**src/rtl/ctx_save_pkg.sv**
```systemverilog
package ctx_save_pkg;
  localparam int PC_W    = 20;
  localparam int FLG_W   = 16;
  localparam int BUS_W   = 16;
  localparam int FRAME_W = 32;
  localparam int STEP_W  = 2;

  typedef enum logic [1:0] {
    CS_IDLE = 2'd0,
    CS_PUSH = 2'd1,
    CS_DONE = 2'd2
  } cs_state_e;

  // shared byte: flag top nibble above pc top nibble
  function automatic logic [7:0] ctx_mixed_byte(input logic [PC_W-1:0] pc,
                                                input logic [FLG_W-1:0] flg);
    return {flg[FLG_W-1 -: 4], pc[PC_W-1 -: 4]};
  endfunction

  // frame byte i sits at stack offset -(4-i)
  function automatic logic [FRAME_W-1:0] ctx_frame(input logic [PC_W-1:0] pc,
                                                   input logic [FLG_W-1:0] flg);
    return {ctx_mixed_byte(pc, flg), flg[7:0], pc[15:0]};
  endfunction

  // distance below the initial pointer for a given step
  function automatic logic [2:0] ctx_depth(input logic odd,
                                           input logic [STEP_W-1:0] step);
    if (odd) return 3'(step) + 3'd1;
    return (step == '0) ? 3'd2 : 3'd4;
  endfunction

  function automatic logic [STEP_W-1:0] ctx_last_step(input logic odd);
    return odd ? STEP_W'(3) : STEP_W'(1);
  endfunction

  function automatic logic [BUS_W-1:0] ctx_lane(input logic [FRAME_W-1:0] frame,
                                                input logic odd,
                                                input logic [STEP_W-1:0] step);
    int idx;
    idx = 4 - int'(ctx_depth(odd, step));
    if (odd) return {8'h00, frame[idx*8 +: 8]};
    return frame[idx*8 +: 16];
  endfunction
endpackage

```
**src/rtl/irq_sp_select.sv**
```systemverilog
module irq_sp_select #(
  parameter int SP_W = 16
) (
  input  logic [SP_W-1:0] isp,
  input  logic [SP_W-1:0] usp,
  input  logic            soft_hi,
  input  logic            ustk_flag,
  output logic            use_usp,
  output logic [SP_W-1:0] sp_pick,
  output logic            pick_odd
);
  always_comb begin
    use_usp  = soft_hi & ustk_flag;
    sp_pick  = use_usp ? usp : isp;
    pick_odd = sp_pick[0];
  end
endmodule

```
**src/rtl/irq_ctx_seq.sv**
```systemverilog
module irq_ctx_seq
  import ctx_save_pkg::*;
(
  input  logic              clk,
  input  logic              rst_n,
  input  logic              accept,
  input  logic              odd,
  input  logic              bus_rdy,
  output logic              start,
  output logic              push_active,
  output logic [STEP_W-1:0] step,
  output logic              push_fire,
  output logic              last_fire,
  output logic              done
);
  cs_state_e state_q, state_d;
  logic [STEP_W-1:0] step_q, step_d;

  always_comb begin
    start       = (state_q == CS_IDLE) && accept;
    push_active = (state_q == CS_PUSH);
    push_fire   = push_active && bus_rdy;
    last_fire   = push_fire && (step_q == ctx_last_step(odd));
    done        = (state_q == CS_DONE);
    step        = step_q;
    state_d     = state_q;
    step_d      = step_q;
    unique case (state_q)
      CS_IDLE: if (start) begin state_d = CS_PUSH; step_d = '0; end
      CS_PUSH: begin
        if (last_fire)      state_d = CS_DONE;
        else if (push_fire) step_d  = step_q + STEP_W'(1);
      end
      CS_DONE: state_d = CS_IDLE;
      default: state_d = CS_IDLE;
    endcase
  end

  always_ff @(posedge clk or negedge rst_n) begin
    if (!rst_n) begin
      state_q <= CS_IDLE;
      step_q  <= '0;
    end else begin
      state_q <= state_d;
      step_q  <= step_d;
    end
  end

  a_r7_done_single: assert property (@(posedge clk) disable iff (!rst_n)
    done |=> !done);
  a_r7_done_follows_last: assert property (@(posedge clk) disable iff (!rst_n)
    last_fire |=> done);
  a_r6_accept_ignored: assert property (@(posedge clk) disable iff (!rst_n)
    (accept && push_active && !push_fire) |=> (push_active && $stable(step)));
  a_r6_no_restart_from_done: assert property (@(posedge clk) disable iff (!rst_n)
    done |=> !push_active);
endmodule

```
**src/rtl/irq_ctx_bus.sv**
```systemverilog
module irq_ctx_bus
  import ctx_save_pkg::*;
#(
  parameter int SP_W   = 16,
  parameter int ADDR_W = 20
) (
  input  logic               clk,
  input  logic               rst_n,
  input  logic               active,
  input  logic               bus_rdy,
  input  logic               odd,
  input  logic [STEP_W-1:0]  step,
  input  logic [SP_W-1:0]    sp_base,
  input  logic [FRAME_W-1:0] frame,
  output logic [ADDR_W-1:0]  addr,
  output logic [BUS_W-1:0]   data,
  output logic               wide,
  output logic               we
);
  logic [SP_W-1:0] sp_off;

  always_comb begin
    sp_off = sp_base - SP_W'(ctx_depth(odd, step));
    addr   = active ? ADDR_W'(sp_off) : '0;
    data   = active ? ctx_lane(frame, odd, step) : '0;
    wide   = active && !odd;
    we     = active;
  end

  a_r5_hold_until_ready: assert property (@(posedge clk) disable iff (!rst_n)
    (we && !bus_rdy) |=> (we && $stable(addr) && $stable(data) && $stable(wide)));
  a_r3_byte_upper_zero: assert property (@(posedge clk) disable iff (!rst_n)
    (we && !wide) |-> (data[15:8] == 8'h00));
  a_r2_even_aligned: assert property (@(posedge clk) disable iff (!rst_n)
    (we && wide) |-> (addr[0] == 1'b0));
endmodule

```
**src/rtl/irq_ctx_saver.sv**
```systemverilog
module irq_ctx_saver
  import ctx_save_pkg::*;
#(
  parameter int SP_W   = 16,
  parameter int ADDR_W = 20
) (
  input  logic              clk,
  input  logic              rst_n,
  input  logic              accept_i,
  input  logic [PC_W-1:0]   pc_i,
  input  logic [FLG_W-1:0]  flags_i,
  input  logic [SP_W-1:0]   isp_i,
  input  logic [SP_W-1:0]   usp_i,
  input  logic              soft_hi_i,
  input  logic              ustk_flag_i,
  input  logic              bus_rdy_i,
  output logic [ADDR_W-1:0] bus_addr_o,
  output logic [BUS_W-1:0]  bus_data_o,
  output logic              bus_wide_o,
  output logic              bus_we_o,
  output logic              done_o,
  output logic [SP_W-1:0]   sp_wb_o,
  output logic              isp_wb_o,
  output logic              usp_wb_o
);
  localparam int FRAME_BYTES = FRAME_W / 8;

  function automatic logic [SP_W-1:0] sp_after(input logic [SP_W-1:0] sp);
    return sp - SP_W'(FRAME_BYTES);
  endfunction

  logic              use_usp, pick_odd;
  logic [SP_W-1:0]   sp_pick;
  logic              start, push_active, push_fire, last_fire, done;
  logic [STEP_W-1:0] step;
  logic [FRAME_W-1:0] frame_q;
  logic [SP_W-1:0]   sp_q;
  logic              odd_q, usp_q;

  irq_sp_select #(.SP_W(SP_W)) u_sel (
    .isp(isp_i), .usp(usp_i), .soft_hi(soft_hi_i), .ustk_flag(ustk_flag_i),
    .use_usp(use_usp), .sp_pick(sp_pick), .pick_odd(pick_odd)
  );

  always_ff @(posedge clk or negedge rst_n) begin
    if (!rst_n) begin
      frame_q <= '0;
      sp_q    <= '0;
      odd_q   <= 1'b0;
      usp_q   <= 1'b0;
    end else if (start) begin
      frame_q <= ctx_frame(pc_i, flags_i);
      sp_q    <= sp_pick;
      odd_q   <= pick_odd;
      usp_q   <= use_usp;
    end
  end

  irq_ctx_seq u_seq (
    .clk(clk), .rst_n(rst_n), .accept(accept_i), .odd(odd_q), .bus_rdy(bus_rdy_i),
    .start(start), .push_active(push_active), .step(step),
    .push_fire(push_fire), .last_fire(last_fire), .done(done)
  );

  irq_ctx_bus #(.SP_W(SP_W), .ADDR_W(ADDR_W)) u_bus (
    .clk(clk), .rst_n(rst_n), .active(push_active), .bus_rdy(bus_rdy_i),
    .odd(odd_q), .step(step), .sp_base(sp_q), .frame(frame_q),
    .addr(bus_addr_o), .data(bus_data_o), .wide(bus_wide_o), .we(bus_we_o)
  );

  always_comb begin
    done_o   = done;
    sp_wb_o  = sp_after(sp_q);
    isp_wb_o = done && !usp_q;
    usp_wb_o = done && usp_q;
  end

  a_r1_user_pick: assert property (@(posedge clk) disable iff (!rst_n)
    start |=> (usp_q == $past(soft_hi_i && ustk_flag_i)));
  a_r8_one_target: assert property (@(posedge clk) disable iff (!rst_n)
    $onehot0({isp_wb_o, usp_wb_o}));
  a_r8_target_with_done: assert property (@(posedge clk) disable iff (!rst_n)
    done_o |-> (isp_wb_o || usp_wb_o));
  a_r10_frame_held: assert property (@(posedge clk) disable iff (!rst_n)
    (push_active && !last_fire) |=> $stable(frame_q) && $stable(sp_q));
  a_r3_odd_narrow: assert property (@(posedge clk) disable iff (!rst_n)
    (bus_we_o && odd_q) |-> !bus_wide_o);
  a_r7_push_to_done: assert property (@(posedge clk) disable iff (!rst_n)
    (push_fire && !last_fire) |=> push_active);
endmodule

```
**config.mk**
```make
export PLATFORM = sky130hd
export DESIGN_NAME = irq_ctx_saver
export DESIGN_NICKNAME = d
export VERILOG_FILES = /design/src/rtl/ctx_save_pkg.sv /design/src/rtl/irq_sp_select.sv /design/src/rtl/irq_ctx_seq.sv /design/src/rtl/irq_ctx_bus.sv /design/src/rtl/irq_ctx_saver.sv
export SDC_FILE = /design/constraint.sdc
export NUM_CORES = 1
export LEC_CHECK = 0
export ABC_AREA = 1
export BUFFER_PORTS_ARGS = -buffer_cell sky130_fd_sc_hd__buf_4
export CAP_MARGIN = 15
export CORE_ASPECT_RATIO = 0.6
export CORE_UTILIZATION = 58
export CTS_CLUSTER_DIAMETER = 120
export DETAILED_ROUTE_END_ITERATION = 6
export GPL_ROUTABILITY_DRIVEN = 0
export PLACE_DENSITY = 0.89
export SYNTH_ARGS = -nofsm -noshare
export SYNTH_HDL_FRONTEND = slang
export SYNTH_HIERARCHICAL = 1
export SYNTH_SLANG_ARGS = --single-unit
export TNS_END_PERCENT = 5
```
**constraint.sdc**
```tcl
create_clock -name clk -period 4 [get_ports clk]
set_input_delay 0.6 -clock clk [delete_from_list [all_inputs] [get_ports clk]]
set_output_delay 0.6 -clock clk [all_outputs]
set_load 0.005 [all_outputs]
```
==> out/results.ini, run 1 <==
[status]
outcome = finished with violations
violations = DRC

[sta]
max_slew_margin_pct = 41.1
maxSlewViolCount = 0
rsz0062_at_grt = false
fmax_mhz = 274
tightest_slew_ns = 0.882
setup_viol = 0
fin_skew_ns = 0.0115
fin_crit_sh_pct = 91.1
hold_violations = 0
layout_setup_ws_ns = 0.357
period_minus_slack_ns = 3.64
fin_setup_tns_ns = 0

[cts]
cts-resized-gates = 0
cts_setup_buffers = 0
clk_pin_slew_ns = 0.08
hold_buffers = 0
cts_sinks = 54
cts_tree = yes
numCtsBuffers = 5
clk_path_buf_depth = 2
insertion_delay_ns = 0.30
root_buffer = clkbuf_16
h-tree-depth = 2

[setup_path]
reg2reg_depth = 5
criticalPathCategory = reg -> out
cp_max_fo = 17
reg2reg_to = frame_q[4]
cpMostUsedCell = inv_1
critPathArrivalTime_ns = 3.04
cp-start-kind = flop
cp_slowest_stage_delay_ns = 0.66
cp.required_ns = 3.40
path_buf_inv = 4
slowest_stage = ha_1
cp-end-kind = output port
reg2reg_slack_ns = 1.84
worstReg2RegStart = u_seq/state_q[0]
cp-startpoint = u_seq/step[0]
crit_chain = inv_1 > ha_1 > inv_1 > nand2_2 > o21ai_0 > ha_1 > inv_1 > nand2_1 > nand2_1 > nor2_1 > buf_4
crit_family = adder cells

[routing]
post-route-drc-count = 17
wl_um = 12500
dr.pass1.iters = 7
drtIter0Drc = 752
vias = 4524
wl_per_cell_um = 15.2
viasPerCell = 5.52
postRouteAntennaNets = 0

[power_and_ir_drop]
irDropWorstVdd_v = 0.000442
power.total_w = 0.00529
power.density_mw_per_mm2 = 958
power.leakage_nw = 3.02

[global_routing]
grt.total_usage_pct = 31.5
grt_pass1_wl_um = 20000
grt_pass1_vias = 4087
gr-total-overflow = 0
antenna_found_initial = 0
grt_max_degree = 55

[logic_synthesis]
syn-mean-instance-area_um2 = 7.45
netlist_area_mm2 = 0.00456
yosys_warnings = 6
synth_cells = 612

[floorplanning]
core_region_area_mm2 = 0.00745
die-area_mm2 = 0.00823
initial_utilization_pct = 61.2
ioPinCount = 131
die_y_um = 70.7
rows = 24
die_w_um = 116

[worst_hold_path]
holdCritPathClass = in -> async

[cells_and_area]
diodes = 0
num-fill-cells = 593
fin_nets = 797
drive_above_1_share_pct = 30.3
syn_to_final_growth_pct = 21.0

[placed_design]
post-place-ws_ns = 0.820
hpwl_um = 9490
numPortBuffers = 122

[flow_run]
drv_cap = 0

state kept, by name, summed over array words and instances (netlist names):
register	flops
frame_q	32
sp_q	16
u_seq/state_q	2
u_seq/step	2
odd_q	1
usp_q	1
worst max-delay path by stage:
stage,depth (start not counted),end
3_3_place_gp,8,bus_data_o[7]
6_report,11,bus_data_o[9]
5_1_grt,11,bus_addr_o[8]
3_5_place_dp,11,bus_data_o[9]
2_1_floorplan,9,bus_data_o[3]
4_1_cts,12,bus_addr_o[6]
worst register-to-register path, cell delays in order, from the launching register on:
cell and delay, ns:
dfrtp_1 0.42, nor2_1 0.15, nand2_2 0.09, inv_2 0.65
buf_4 0.40, mux2_4 0.33
power by group:
group	switching (W)	leakage, nW	internal, W
clock	0.000210	0.0763	0.000240
combinational	0.00204	2.29	0.00159
sequential	0.000391	0.648	0.000816
metrics by stage:
| stage | instances | util, % | instance area, um2 | hold WS (ns) |
|---|---|---|---|---|
| 2_1_floorplan | 615 | - | 4570 | 0.304 |
| 3_3_place_gp | 811 | 72.0 | 5370 | 0.498 |
| 3_5_place_dp | 811 | 72.0 | 5370 | 0.493 |
| 4_1_cts | 819 | 74.1 | 5520 | 0.356 |
| 5_1_grt | 819 | 74.1 | 5520 | 0.399 |
| 6_report | 819 | 74.1 | 5520 | 0.338 |
layout by cell type (no fill, tap or decap), types with 6 or more instances in the layout:
cell     count
dfrtp_1     54
o21ai_0     35
mux2_4      40
buf_4      125
nand3_1     51
nor3_1      14
nor2_1      61
nand2_1    169
a21oi_1     18
inv_1       67
nand3_2      6
nand2_2     13
ha_1         8
per-layer routing:
metal,up-vias,GRT usage (%),share of wire [%],wire [um]
met3,34,7.54,11,1410
li1,2133,-,-,-
met2,298,44.3,42,5180
met5,-,0,0,0
met4,0,7.12,1.5,190
met1,2059,48.6,46,5690
final cells by class:
type | instances | area (um2) | area share (%)
Timing Repair Buffer | 125 | 938 | 17.0
Tap cell | 104 | 130 | 2.36
Multi-Input combinational cell | 454 | 2660 | 48.3
Clock buffer | 5 | 125 | 2.27
Sequential cell | 54 | 1350 | 24.5
Clock inverter | 3 | 28.8 | 0.521
Inverter | 74 | 282 | 5.10
No activity file was read; power rests on OpenSTA's default activity.
==> run 2: changes to the inputs <==
--- a/config.mk
+++ b/config.mk
@@ -14,4 +14,5 @@
 export DETAILED_ROUTE_END_ITERATION = 6
 export GPL_ROUTABILITY_DRIVEN = 0
+export HOLD_SLACK_MARGIN = 0.1
 export PLACE_DENSITY = 0.89
 export SYNTH_ARGS = -nofsm -noshare
==> constraint.sdc (replaced) <==
create_clock -name clk -period 4 [get_ports clk]
set_input_delay 0.6 -clock clk [delete_from_list [all_inputs] [get_ports clk]]
set_output_delay 0.6 -clock clk [all_outputs]
set_load 0.05 [all_outputs]
==> out/results.ini, run 2 (synthesized netlist as in run 1, its figures left out) <==
[cells_and_area]
reg_top3 = frame_q (32), sp_q (16)
multi_input_area_mm2 = 0.00266  ; unchanged
num-fill-cells = 574  ; -3.2%
largest_reg_flops = 32  ; unchanged
syn_to_final_growth_pct = 21.0  ; unchanged
drive_above_1_share_pct = 30.3  ; unchanged
largest-register = frame_q
diodes = 0  ; unchanged
final_common_cell = nand2_1
final_cell_mix = nand2_1 (169), buf_4 (125), inv_1 (67)
ff_latch_area_mm2 = 0.00135  ; unchanged
fin_nets = 797  ; unchanged

[flow_run]
drv_cap = 0  ; unchanged

[placed_design]
post-place-ws_ns = 0.734  ; -0.0859 ns
numPortBuffers = 122  ; unchanged
hpwl_um = 9660  ; +1.8%

[floorplanning]
initial_utilization_pct = 61.2  ; unchanged
core_region_area_mm2 = 0.00745  ; unchanged
die-area_mm2 = 0.00823  ; unchanged
rows = 24  ; unchanged
die_y_um = 70.7  ; unchanged
ioPinCount = 131  ; unchanged
die_w_um = 116  ; unchanged

[worst_hold_path]
holdCritPathClass = in -> async

[setup_path]
cp_slowest_stage_delay_ns = 0.65  ; about the same
worstReg2RegStart = u_seq/state_q[0]
cp-start-kind = flop
crit_family = buffers and inverters
cpMostUsedCell = inv_1
cp-startpoint = u_seq/step[0]
cp_max_fo = 17  ; unchanged
path_buf_inv = 4  ; unchanged
cp.required_ns = 3.40  ; about the same
critPathArrivalTime_ns = 3.11  ; +0.07 ns
cp-end-kind = output port
slowest_stage = ha_1
criticalPathCategory = reg -> out
crit_chain = inv_1 > ha_1 > inv_1 > nand2_2 > o21ai_0 > ha_1 > inv_1 > nand2_1 > nand2_1 > nor2_1 > buf_4

[sta]
tightest_slew_ns = 0.938  ; +0.0568 ns
setup_viol = 0  ; unchanged
fmax_mhz = 269  ; -1.9%
rsz0062_at_grt = false
layout_setup_ws_ns = 0.287  ; -0.0698 ns
fin_skew_ns = 0.0116  ; +0.0000637 ns
hold_violations = 0  ; unchanged
fin_crit_sh_pct = 92.8  ; +1.7 points
timing.hold.ws_ns = 0.339  ; +0.00107 ns
fin_setup_tns_ns = 0  ; unchanged
period_minus_slack_ns = 3.71  ; +0.0698 ns
max_slew_margin_pct = 37.3  ; -3.8 points
maxSlewViolCount = 0  ; unchanged

[routing]
wl_um = 12700  ; +1.5%
vias = 4581  ; +1.3%
dr.pass1.iters = 6  ; -1
routed-wl-met3_um = 1490  ; +5.3%
highest_layer = met4
wl_per_cell_um = 15.5  ; +1.5%
drtIter0Drc = 594  ; -21%
post-route-drc-count = 0  ; -17
postRouteAntennaNets = 0  ; unchanged
wl_met1_um = 5550  ; -2.5%
viasPerCell = 5.59  ; +1.3%
wl_met2_um = 5380  ; +3.8%

[global_routing]
grt_pass1_wl_um = 20700  ; +3.8%
gr-total-overflow = 0  ; unchanged
antenna_found_initial = 0  ; unchanged
grt.total_usage_pct = 32.5  ; +1.0 points
grt_max_degree = 55  ; unchanged
grt_pass1_vias = 4249  ; +4.0%

[cts]
cts_setup_buffers = 0  ; unchanged
insertion_delay_ns = 0.31  ; about the same
numCtsBuffers = 5  ; unchanged
h-tree-depth = 2  ; unchanged
cts_sinks = 54  ; unchanged
clk_pin_slew_ns = 0.08  ; about the same
hold_buffers = 0  ; unchanged
cts-resized-gates = 0  ; unchanged
root_buffer = clkbuf_16
cts_tree = yes
clk_path_buf_depth = 2  ; unchanged

[status]
outcome = finished, final reports clean

==> run 2: cell counts in the layout (fill, tap and decap cells not counted) <==
No cell type changed its count.
==> run 2: path summary, 6_finish.rpt <==
check	cells after the start	end	slack [ns]
max	11	bus_data_o[9]	0.29
min	1	frame_q[13]	0.34
max reg2reg	5	frame_q[9]	1.83
min reg2reg	1	frame_q[8]	0.52
max in group asynchronous	1	frame_q[2]	3.19
min in group clk	2	frame_q[24]	0.52
==> run 2: metrics by stage <==
step	cells	util, %	area (um2)
final	819	74.1	5520
after global routing	819	74.1	5520
after CTS	819	74.1	5520
after detailed placement	811	72.0	5370
after global placement	811	72.0	5370
after floorplan	615	-	4570
==> run 2: layer usage <==
layer | GRT usage (%) | vias to the layer above
met5 | 0 | -
met4 | 8.97 | 0
met3 | 7.37 | 45
met2 | 46.7 | 293
met1 | 49.0 | 2111
li1 | - | 2132
==> run 2: layout make-up <==
class                      instances  area share [%]
tap                              104            2.36
inverter                          74            5.10
clock inverter                     3           0.521
timing repair buffer             125            17.0
clock buffer                       5            2.27
multi-input combinational        454            48.3
sequential                        54            24.5
Power of run 2 is not shown: default switching activity piles up to over one toggle a cycle in this logic, so the estimate is an artifact.
